File: config.mk
export PLATFORM = sky130hd
export DESIGN_NAME = pio_adapter
export DESIGN_NICKNAME = d
export VERILOG_FILES = /design/src/rtl/pio_pkg.sv /design/src/rtl/pio_edge_det.sv /design/src/rtl/pio_side.sv /design/src/rtl/pio_adapter.sv
export SDC_FILE = /design/constraint.sdc
export NUM_CORES = 1
export LEC_CHECK = 0
export ABC_AREA = 1
export CAP_MARGIN = 20
export CORE_ASPECT_RATIO = 1.1
export CORE_MARGIN = 2
export CORE_UTILIZATION = 52
export CTS_CLUSTER_DIAMETER = 40
export CTS_CLUSTER_SIZE = 28
export DETAILED_ROUTE_END_ITERATION = 8
export GPL_TIMING_DRIVEN = 1
export MAX_ROUTING_LAYER = met4
export PLACE_DENSITY_LB_ADDON = 0.08
export SLEW_MARGIN = 20
export SYNTH_ARGS = -nofsm -noshare
export SYNTH_HDL_FRONTEND = slang
export SYNTH_SLANG_ARGS = --single-unit
File: constraint.sdc
create_clock -name clk -period 3.71 [get_ports clk]
set_clock_uncertainty 0.05 [all_clocks]
set_input_delay 0.5565 -clock clk [delete_from_list [all_inputs] [get_ports clk]]
set_output_delay 0.5565 -clock clk [all_outputs]
set_load 0.01 [all_outputs]
File: src/rtl/pio_pkg.sv
package pio_pkg;
  // Register select codes (address bits [1:0])
  typedef enum logic [1:0] {
    SEL_A_DATA = 2'd0,
    SEL_A_CTRL = 2'd1,
    SEL_B_DATA = 2'd2,
    SEL_B_CTRL = 2'd3
  } reg_sel_e;

  // Control register bit positions
  localparam int CB_IEN1   = 0;
  localparam int CB_EDGE1  = 1;
  localparam int CB_DSEL   = 2;
  localparam int CB_L2LVL  = 3;
  localparam int CB_L2EDGE = 4;
  localparam int CB_L2DIR  = 5;
  localparam int CB_FLAG2  = 6;
  localparam int CB_FLAG1  = 7;
  localparam int CTRL_RW_W = 6;
endpackage

File: src/rtl/pio_edge_det.sv
module pio_edge_det #(
  parameter int STAGES = 2
) (
  input  logic clk,
  input  logic rst_n,
  input  logic pin,
  input  logic rise_sel,
  output logic hit
);
  logic [STAGES-1:0] sync_q, sync_d;
  logic              prev_q, prev_d;
  logic              cur;

  generate
    if (STAGES == 1) begin : g_one
      always_comb sync_d = pin;
    end else begin : g_chain
      always_comb sync_d = {sync_q[STAGES-2:0], pin};
    end
  endgenerate

  assign cur = sync_q[STAGES-1];

  always_comb begin
    prev_d = cur;
    hit    = rise_sel ? (cur & ~prev_q) : (~cur & prev_q);
  end

  always_ff @(posedge clk or negedge rst_n) begin
    if (!rst_n) begin
      sync_q <= '0;
      prev_q <= 1'b0;
    end else begin
      sync_q <= sync_d;
      prev_q <= prev_d;
    end
  end
endmodule

File: src/rtl/pio_side.sv
module pio_side
  import pio_pkg::*;
#(
  parameter int DATA_W = 8,
  parameter int SYNC_STAGES = 2
) (
  input  logic              clk,
  input  logic              rst_n,
  input  logic              wr_data,
  input  logic              wr_ctrl,
  input  logic              rd_data,
  input  logic [DATA_W-1:0] wdata,
  input  logic [DATA_W-1:0] pin_in,
  input  logic              hs1,
  input  logic              hs2_in,
  output logic [DATA_W-1:0] port_out,
  output logic [DATA_W-1:0] port_oe,
  output logic              hs2_out,
  output logic              hs2_oe,
  output logic              irq_n,
  output logic [DATA_W-1:0] data_rd_val,
  output logic [7:0]        ctrl_rd_val
);
  logic [DATA_W-1:0]    ddr_q, ddr_d, out_q, out_d;
  logic [CTRL_RW_W-1:0] ctrl_q, ctrl_d;
  logic                 flag1_q, flag1_d, flag2_q, flag2_d;
  logic                 hit1, hit2_raw, hit2, clr;
  logic                 ddr_en, out_en;

  pio_edge_det #(.STAGES(SYNC_STAGES)) u_hs1 (
    .clk(clk), .rst_n(rst_n), .pin(hs1),
    .rise_sel(ctrl_q[CB_EDGE1]), .hit(hit1)
  );

  pio_edge_det #(.STAGES(SYNC_STAGES)) u_hs2 (
    .clk(clk), .rst_n(rst_n), .pin(hs2_in),
    .rise_sel(ctrl_q[CB_L2EDGE]), .hit(hit2_raw)
  );

  always_comb begin
    hit2    = hit2_raw & ~ctrl_q[CB_L2DIR];
    clr     = rd_data & ctrl_q[CB_DSEL];
    ddr_en  = wr_data & ~ctrl_q[CB_DSEL];
    out_en  = wr_data &  ctrl_q[CB_DSEL];
    ddr_d   = ddr_en  ? wdata : ddr_q;
    out_d   = out_en  ? wdata : out_q;
    ctrl_d  = wr_ctrl ? wdata[CTRL_RW_W-1:0] : ctrl_q;
    flag1_d = hit1 | (flag1_q & ~clr);
    flag2_d = hit2 | (flag2_q & ~clr);
  end

  always_ff @(posedge clk or negedge rst_n) begin
    if (!rst_n) begin
      ddr_q   <= '0;
      out_q   <= '0;
      ctrl_q  <= '0;
      flag1_q <= 1'b0;
      flag2_q <= 1'b0;
    end else begin
      ddr_q   <= ddr_d;
      out_q   <= out_d;
      ctrl_q  <= ctrl_d;
      flag1_q <= flag1_d;
      flag2_q <= flag2_d;
    end
  end

  always_comb begin
    port_out    = out_q;
    port_oe     = ddr_q;
    hs2_oe      = ctrl_q[CB_L2DIR] & ctrl_q[CB_L2EDGE];
    hs2_out     = hs2_oe & ctrl_q[CB_L2LVL];
    irq_n       = ~((flag1_q & ctrl_q[CB_IEN1]) |
                    (flag2_q & ctrl_q[CB_L2LVL] & ~ctrl_q[CB_L2DIR]));
    data_rd_val = ctrl_q[CB_DSEL] ? ((out_q & ddr_q) | (pin_in & ~ddr_q)) : ddr_q;
    ctrl_rd_val = {flag1_q, flag2_q, ctrl_q};
  end


  flag1_set_chk: assert property (@(posedge clk) disable iff (!rst_n)
    hit1 |=> flag1_q);


  flag_clear_chk: assert property (@(posedge clk) disable iff (!rst_n)
    (clr && !hit1 && !hit2) |=> (!flag1_q && !flag2_q));


  ddr_write_chk: assert property (@(posedge clk) disable iff (!rst_n)
    (wr_data && !ctrl_q[CB_DSEL]) |=> (port_oe == $past(wdata)));


  line2_level_chk: assert property (@(posedge clk) disable iff (!rst_n)
    (wr_ctrl && wdata[5:4] == 2'b11) |=> (hs2_oe && hs2_out == $past(wdata[3])));


  irq_cause_chk: assert property (@(posedge clk) disable iff (!rst_n)
    !irq_n |-> (flag1_q || flag2_q));


  line2_quiet_chk: assert property (@(posedge clk) disable iff (!rst_n)
    (ctrl_q[CB_L2DIR] && !flag2_q) |=> !flag2_q);


  flag1_hold_chk: assert property (@(posedge clk) disable iff (!rst_n)
    (!hit1 && !clr) |=> $stable(flag1_q));
endmodule

File: src/rtl/pio_adapter.sv
module pio_adapter
  import pio_pkg::*;
#(
  parameter int DATA_W = 8,
  parameter int ADDR_W = 5,
  parameter int SYNC_STAGES = 2
) (
  input  logic              clk,
  input  logic              rst_n,
  input  logic              cs,
  input  logic              wr_en,
  input  logic              rd_en,
  input  logic [ADDR_W-1:0] addr,
  input  logic [DATA_W-1:0] wdata,
  output logic [DATA_W-1:0] rdata,
  input  logic [DATA_W-1:0] a_pin_in,
  output logic [DATA_W-1:0] a_pin_out,
  output logic [DATA_W-1:0] a_pin_oe,
  input  logic              a_hs1,
  input  logic              a_hs2_in,
  output logic              a_hs2_out,
  output logic              a_hs2_oe,
  output logic              a_irq_n,
  input  logic [DATA_W-1:0] b_pin_in,
  output logic [DATA_W-1:0] b_pin_out,
  output logic [DATA_W-1:0] b_pin_oe,
  input  logic              b_hs1,
  input  logic              b_hs2_in,
  output logic              b_hs2_out,
  output logic              b_hs2_oe,
  output logic              b_irq_n
);
  localparam int NSIDES = 2;

  logic [1:0] rst_sync_q;
  logic       rst_i_n;

  always_ff @(posedge clk or negedge rst_n) begin
    if (!rst_n) rst_sync_q <= 2'b00;
    else        rst_sync_q <= {rst_sync_q[0], 1'b1};
  end
  assign rst_i_n = rst_sync_q[1];

  reg_sel_e   sel;
  logic       wr_go, rd_go;
  logic       addr_unused;

  assign sel         = reg_sel_e'(addr[1:0]);
  assign addr_unused = ^addr[ADDR_W-1:2];
  assign wr_go       = cs & wr_en;
  assign rd_go       = cs & rd_en;

  logic [DATA_W-1:0] pin_in_s [NSIDES];
  logic [DATA_W-1:0] pin_out_s[NSIDES];
  logic [DATA_W-1:0] pin_oe_s [NSIDES];
  logic [DATA_W-1:0] data_rd_s[NSIDES];
  logic [7:0]        ctrl_rd_s[NSIDES];
  logic [NSIDES-1:0] hs1_s, hs2_in_s, hs2_out_s, hs2_oe_s, irq_n_s;

  assign pin_in_s[0] = a_pin_in;
  assign pin_in_s[1] = b_pin_in;
  assign hs1_s       = {b_hs1, a_hs1};
  assign hs2_in_s    = {b_hs2_in, a_hs2_in};

  generate
    for (genvar s = 0; s < NSIDES; s++) begin : g_side
      logic hit_side, sel_data, sel_ctrl;
      assign hit_side = (addr[1] == s[0]);
      assign sel_data = hit_side & ~addr[0];
      assign sel_ctrl = hit_side &  addr[0];

      pio_side #(.DATA_W(DATA_W), .SYNC_STAGES(SYNC_STAGES)) u_side (
        .clk        (clk),
        .rst_n      (rst_i_n),
        .wr_data    (wr_go & sel_data),
        .wr_ctrl    (wr_go & sel_ctrl),
        .rd_data    (rd_go & sel_data),
        .wdata      (wdata),
        .pin_in     (pin_in_s[s]),
        .hs1        (hs1_s[s]),
        .hs2_in     (hs2_in_s[s]),
        .port_out   (pin_out_s[s]),
        .port_oe    (pin_oe_s[s]),
        .hs2_out    (hs2_out_s[s]),
        .hs2_oe     (hs2_oe_s[s]),
        .irq_n      (irq_n_s[s]),
        .data_rd_val(data_rd_s[s]),
        .ctrl_rd_val(ctrl_rd_s[s])
      );
    end
  endgenerate

  always_comb begin
    rdata = '0;
    if (rd_go) begin
      unique case (sel)
        SEL_A_DATA: rdata = data_rd_s[0];
        SEL_A_CTRL: rdata = DATA_W'(ctrl_rd_s[0]);
        SEL_B_DATA: rdata = data_rd_s[1];
        SEL_B_CTRL: rdata = DATA_W'(ctrl_rd_s[1]);
        default:    rdata = '0;
      endcase
    end
  end

  assign a_pin_out = pin_out_s[0];
  assign a_pin_oe  = pin_oe_s[0];
  assign a_hs2_out = hs2_out_s[0];
  assign a_hs2_oe  = hs2_oe_s[0];
  assign a_irq_n   = irq_n_s[0];
  assign b_pin_out = pin_out_s[1];
  assign b_pin_oe  = pin_oe_s[1];
  assign b_hs2_out = hs2_out_s[1];
  assign b_hs2_oe  = hs2_oe_s[1];
  assign b_irq_n   = irq_n_s[1];


  no_write_unselected_chk: assert property (@(posedge clk) disable iff (!rst_i_n)
    (!cs && sel == SEL_A_CTRL) |=> $stable(ctrl_rd_s[0][5:0]));


  side_b_isolated_chk: assert property (@(posedge clk) disable iff (!rst_i_n)
    (wr_go && !addr[1]) |=> $stable(pin_oe_s[1]));
endmodule

==> out/metrics.cfg <==
[grt]
antenna_found_initial = 0
use_met2_pct = 40.3
grt_max_degree = 50
top_usage_layer = met2
globalRouteOverflowTotal = 0
met3_usage_pct = 6.28
globalRouteTotalUtil_pct = 26.0
grt_pass1_vias = 2602
grt_first_pass_wirelength_um = 12400
grt_use_met1_pct = 31.4

[route]
routedWlPerCell_um = 14.3
drc_errors = 0
drt-total-wl_um = 7520
route.vias.total = 2694
drtPass1Iterations = 4
viasPerCell = 5.11
ant_nets = 0
drt-initial-drc-count = 127

[setup_path]
crit_start = addr[1]
crit_end = rdata[7]
path_class = input port to primary output
rrSetupSlack_ns = 2.02
worstPathMaxFanout = 10
cp-end-kind = primary output
worst_r2r_path_depth = 4
worstPathRequired_ns = 3.10
r2r_end = g_side[0].u_side.port_oe[4]$_DFFE_PN0P_
crit_path_start_kind = input port
arrival_ns = 2.57
r2r_start = g_side[0].u_side.ctrl_q[2]$_DFFE_PN0P_

[final_layout]
n_antenna_cell = 0
final_layout_size_suffix_gt1_share_pct = 10.4
syn_to_final_growth_pct = 35.6
utilization_pct = 74.3
finalNetCount = 485
final_cells = 527

[clock_network]
numCtsBuffers = 9
cts_setup_buffers = 0
cts_hold_buf = 0
clockBufferDepth = 2
htree_levels = 3
clk_latency_ns = 0.34
clock_sinks = 62
cts_tree = done
cts_resized = 0
clkTransAtPathRegs_ns = 0.07
root_buffer = clkbuf_8

[logic_synthesis]
ys_ff_latch = 62
seq_area_frac_synth_pct = 51.8
synth_area_leader_cell = dfrtp_1
synthesis.area_um2 = 2990
avgSynthCellArea_um2 = 8.20
synth_area_leaders = dfrtp_1, nand2_1, o21ai_0
yosysWarnings = 0
ys_types = 26
synthCells = 365
synth_nets = 403
synth_top_area_share_pct = 51.8

[job]
drv_cap = 0

[outcome]
status = finished, final reports clean

[power]
powerDensity_nw_per_um2 = 548
vdd_drop_max_v = 0.000324
power_uw = 2220
power.leakage_uw = 0.00193

[timing]
finalWorstSetupSlack_ns = 0.538
finalSetupViolations = 0
period_needed_ns = 3.17
slew-limit-headroom_pct = 52.7
final-hold-violation-count = 0
timing.fmax_ghz = 0.315
finalSetupTns_ns = 0
finalCritPeriodShare_pct = 85.5
tightestPinTransition_ns = 0.707
rsz0062_at_grt = false
finalMaxSlewViolations = 0

[die]
die_area_um2 = 6380
core.rowCount = 28
pin_count = 84
coreArea_um2 = 5470
die_h_um = 83.6
start_util_pct = 54.8
fp.dieW_um = 76.3

[placement]
globalplace.congestion = 0.867
dpl_worst_slack_ns = 0.551
dp_hpwl_um = 5440
port_buffers = 80
dp_cells = 511

[worst_hold_path]
hold_path_class = flip-flop to async pin

[where the power goes]
part           leakage [uW]  internal, uW  switching, uW
clock              0.000116           414            262
sequential         0.000754           802            129
combinational       0.00106           322            293
total               0.00193          1540            684
[stage by stage]
stage / cell area, um2 / hold slack, ns
2_1_floorplan: 2990 / 0.211
6_report: 4060 / 0.299
3_5_place_dp: 3820 / 0.286
5_1_grt: 4060 / 0.310
3_3_place_gp: 3820 / 0.282
4_1_cts: 4060 / 0.302
[worst min path at each step]
stage,end,cells past startpoint
finish,g_side[0].u_side.u_hs2.prev_q$_DFF_PN0_,0
global route,rst_sync_q[1]$_DFF_PN0_,1
CTS,g_side[0].u_side.u_hs2.sync_q[1]$_DFF_PN0_,0
detailed placement,g_side[0].u_side.u_hs2.sync_q[1]$_DFF_PN0_,0
global placement,g_side[1].u_side.u_hs1.sync_q[1]$_DFF_PN0_,0
floorplan,rst_sync_q[0]$_DFF_PN0_,0
[cell usage in the layout (no fill, tap or decap)]
cell | synthesis | layout
nand2_2 | 1 | 1
o21bai_1 | 1 | 1
clkbuf_8 | 0 | 11
o21ai_1 | 16 | 16
nor3_1 | 1 | 1
dfrtp_1 | 62 | 61
clkinv_4 | 0 | 1
nand2_4 | 2 | 2
clkdlybuf4s50_1 | 0 | 80
a32oi_1 | 2 | 2
nor2_8 | 2 | 2
nor2_1 | 28 | 28
o21ai_2 | 16 | 16
nand2_1 | 108 | 108
nand3_1 | 25 | 25
inv_2 | 3 | 3
bufinv_16 | 0 | 2
a21oi_1 | 3 | 3
inv_4 | 1 | 1
clkinv_2 | 0 | 1
nor2_4 | 1 | 1
o211ai_1 | 1 | 1
inv_1 | 44 | 44
clkinvlp_4 | 0 | 1
nor2_2 | 1 | 1
dfrtp_4 | 0 | 1
nand3_2 | 1 | 1
buf_4 | 1 | 2
conb_1 | 1 | 1
o21ai_0 | 34 | 34
[Yosys cell counts]
master and instances:
nand2_1 108, dfrtp_1 62, inv_1 44, o21ai_0 34, nor2_1 28, nand3_1 25
o21ai_1 16, o21ai_2 16, buf_2 4, buf_6 4, a21oi_1 3, inv_2 3
a32oi_1 2, clkbuf_1 2, nand2_4 2, nor2_8 2, buf_4 1, conb_1 1
inv_4 1, nand2_2 1, nand3_2 1, nor2_2 1, nor2_4 1, nor3_1 1
o211ai_1 1, o21bai_1 1
[critical path, cell delays in order]
cell and delay, ns:
clkdlybuf4s50_1 0.76, nand2_1 0.19, o21ai_0 0.33, nor2_1 0.09, nor2_1 0.09, clkdlybuf4s50_1 0.54
[registers in the layout, indices dropped and copies added, names as in the netlist]
name,flops
g_side.u_side.flag1_q,2
rst_sync_q,2
g_side.u_side.u_hs2.prev_q,2
g_side.u_side.ctrl_q,12
g_side.u_side.port_out,16
g_side.u_side.flag2_q,2
g_side.u_side.u_hs1.prev_q,2
g_side.u_side.port_oe,16
g_side.u_side.u_hs1.sync_q,4
g_side.u_side.u_hs2.sync_q,4
[cell type report]
type | count | area (um2)
fill | 437 | 1410
tap | 75 | 93.8
timing repair buffer | 82 | 816
inverter | 48 | 183
sequential | 62 | 1560
clock buffer | 11 | 151
multi-input combinational | 244 | 1180
clock inverter | 5 | 81.3
[cells by family (layout without fill, tap and decap cells)]
| group | count (synthesis) | in the layout | synth area share (%) |
|---|---|---|---|
| simple gates | 170 | 170 | 24.6 |
| compound gates | 73 | 73 | 14.6 |
| flops | 62 | 62 | 51.8 |
| buf+inv | 59 | 146 | 8.78 |
| other cells | 1 | 1 | 0.125 |
[per-layer routing]
layer	share of wire, %	up-vias	wire [um]
met2	47	96	3560
met1	43	1253	3250
met4	3.7	0	281
li1	-	1320	-
met5	0	-	0
met3	5.8	25	435
No activity file was read; power rests on OpenSTA's default activity.
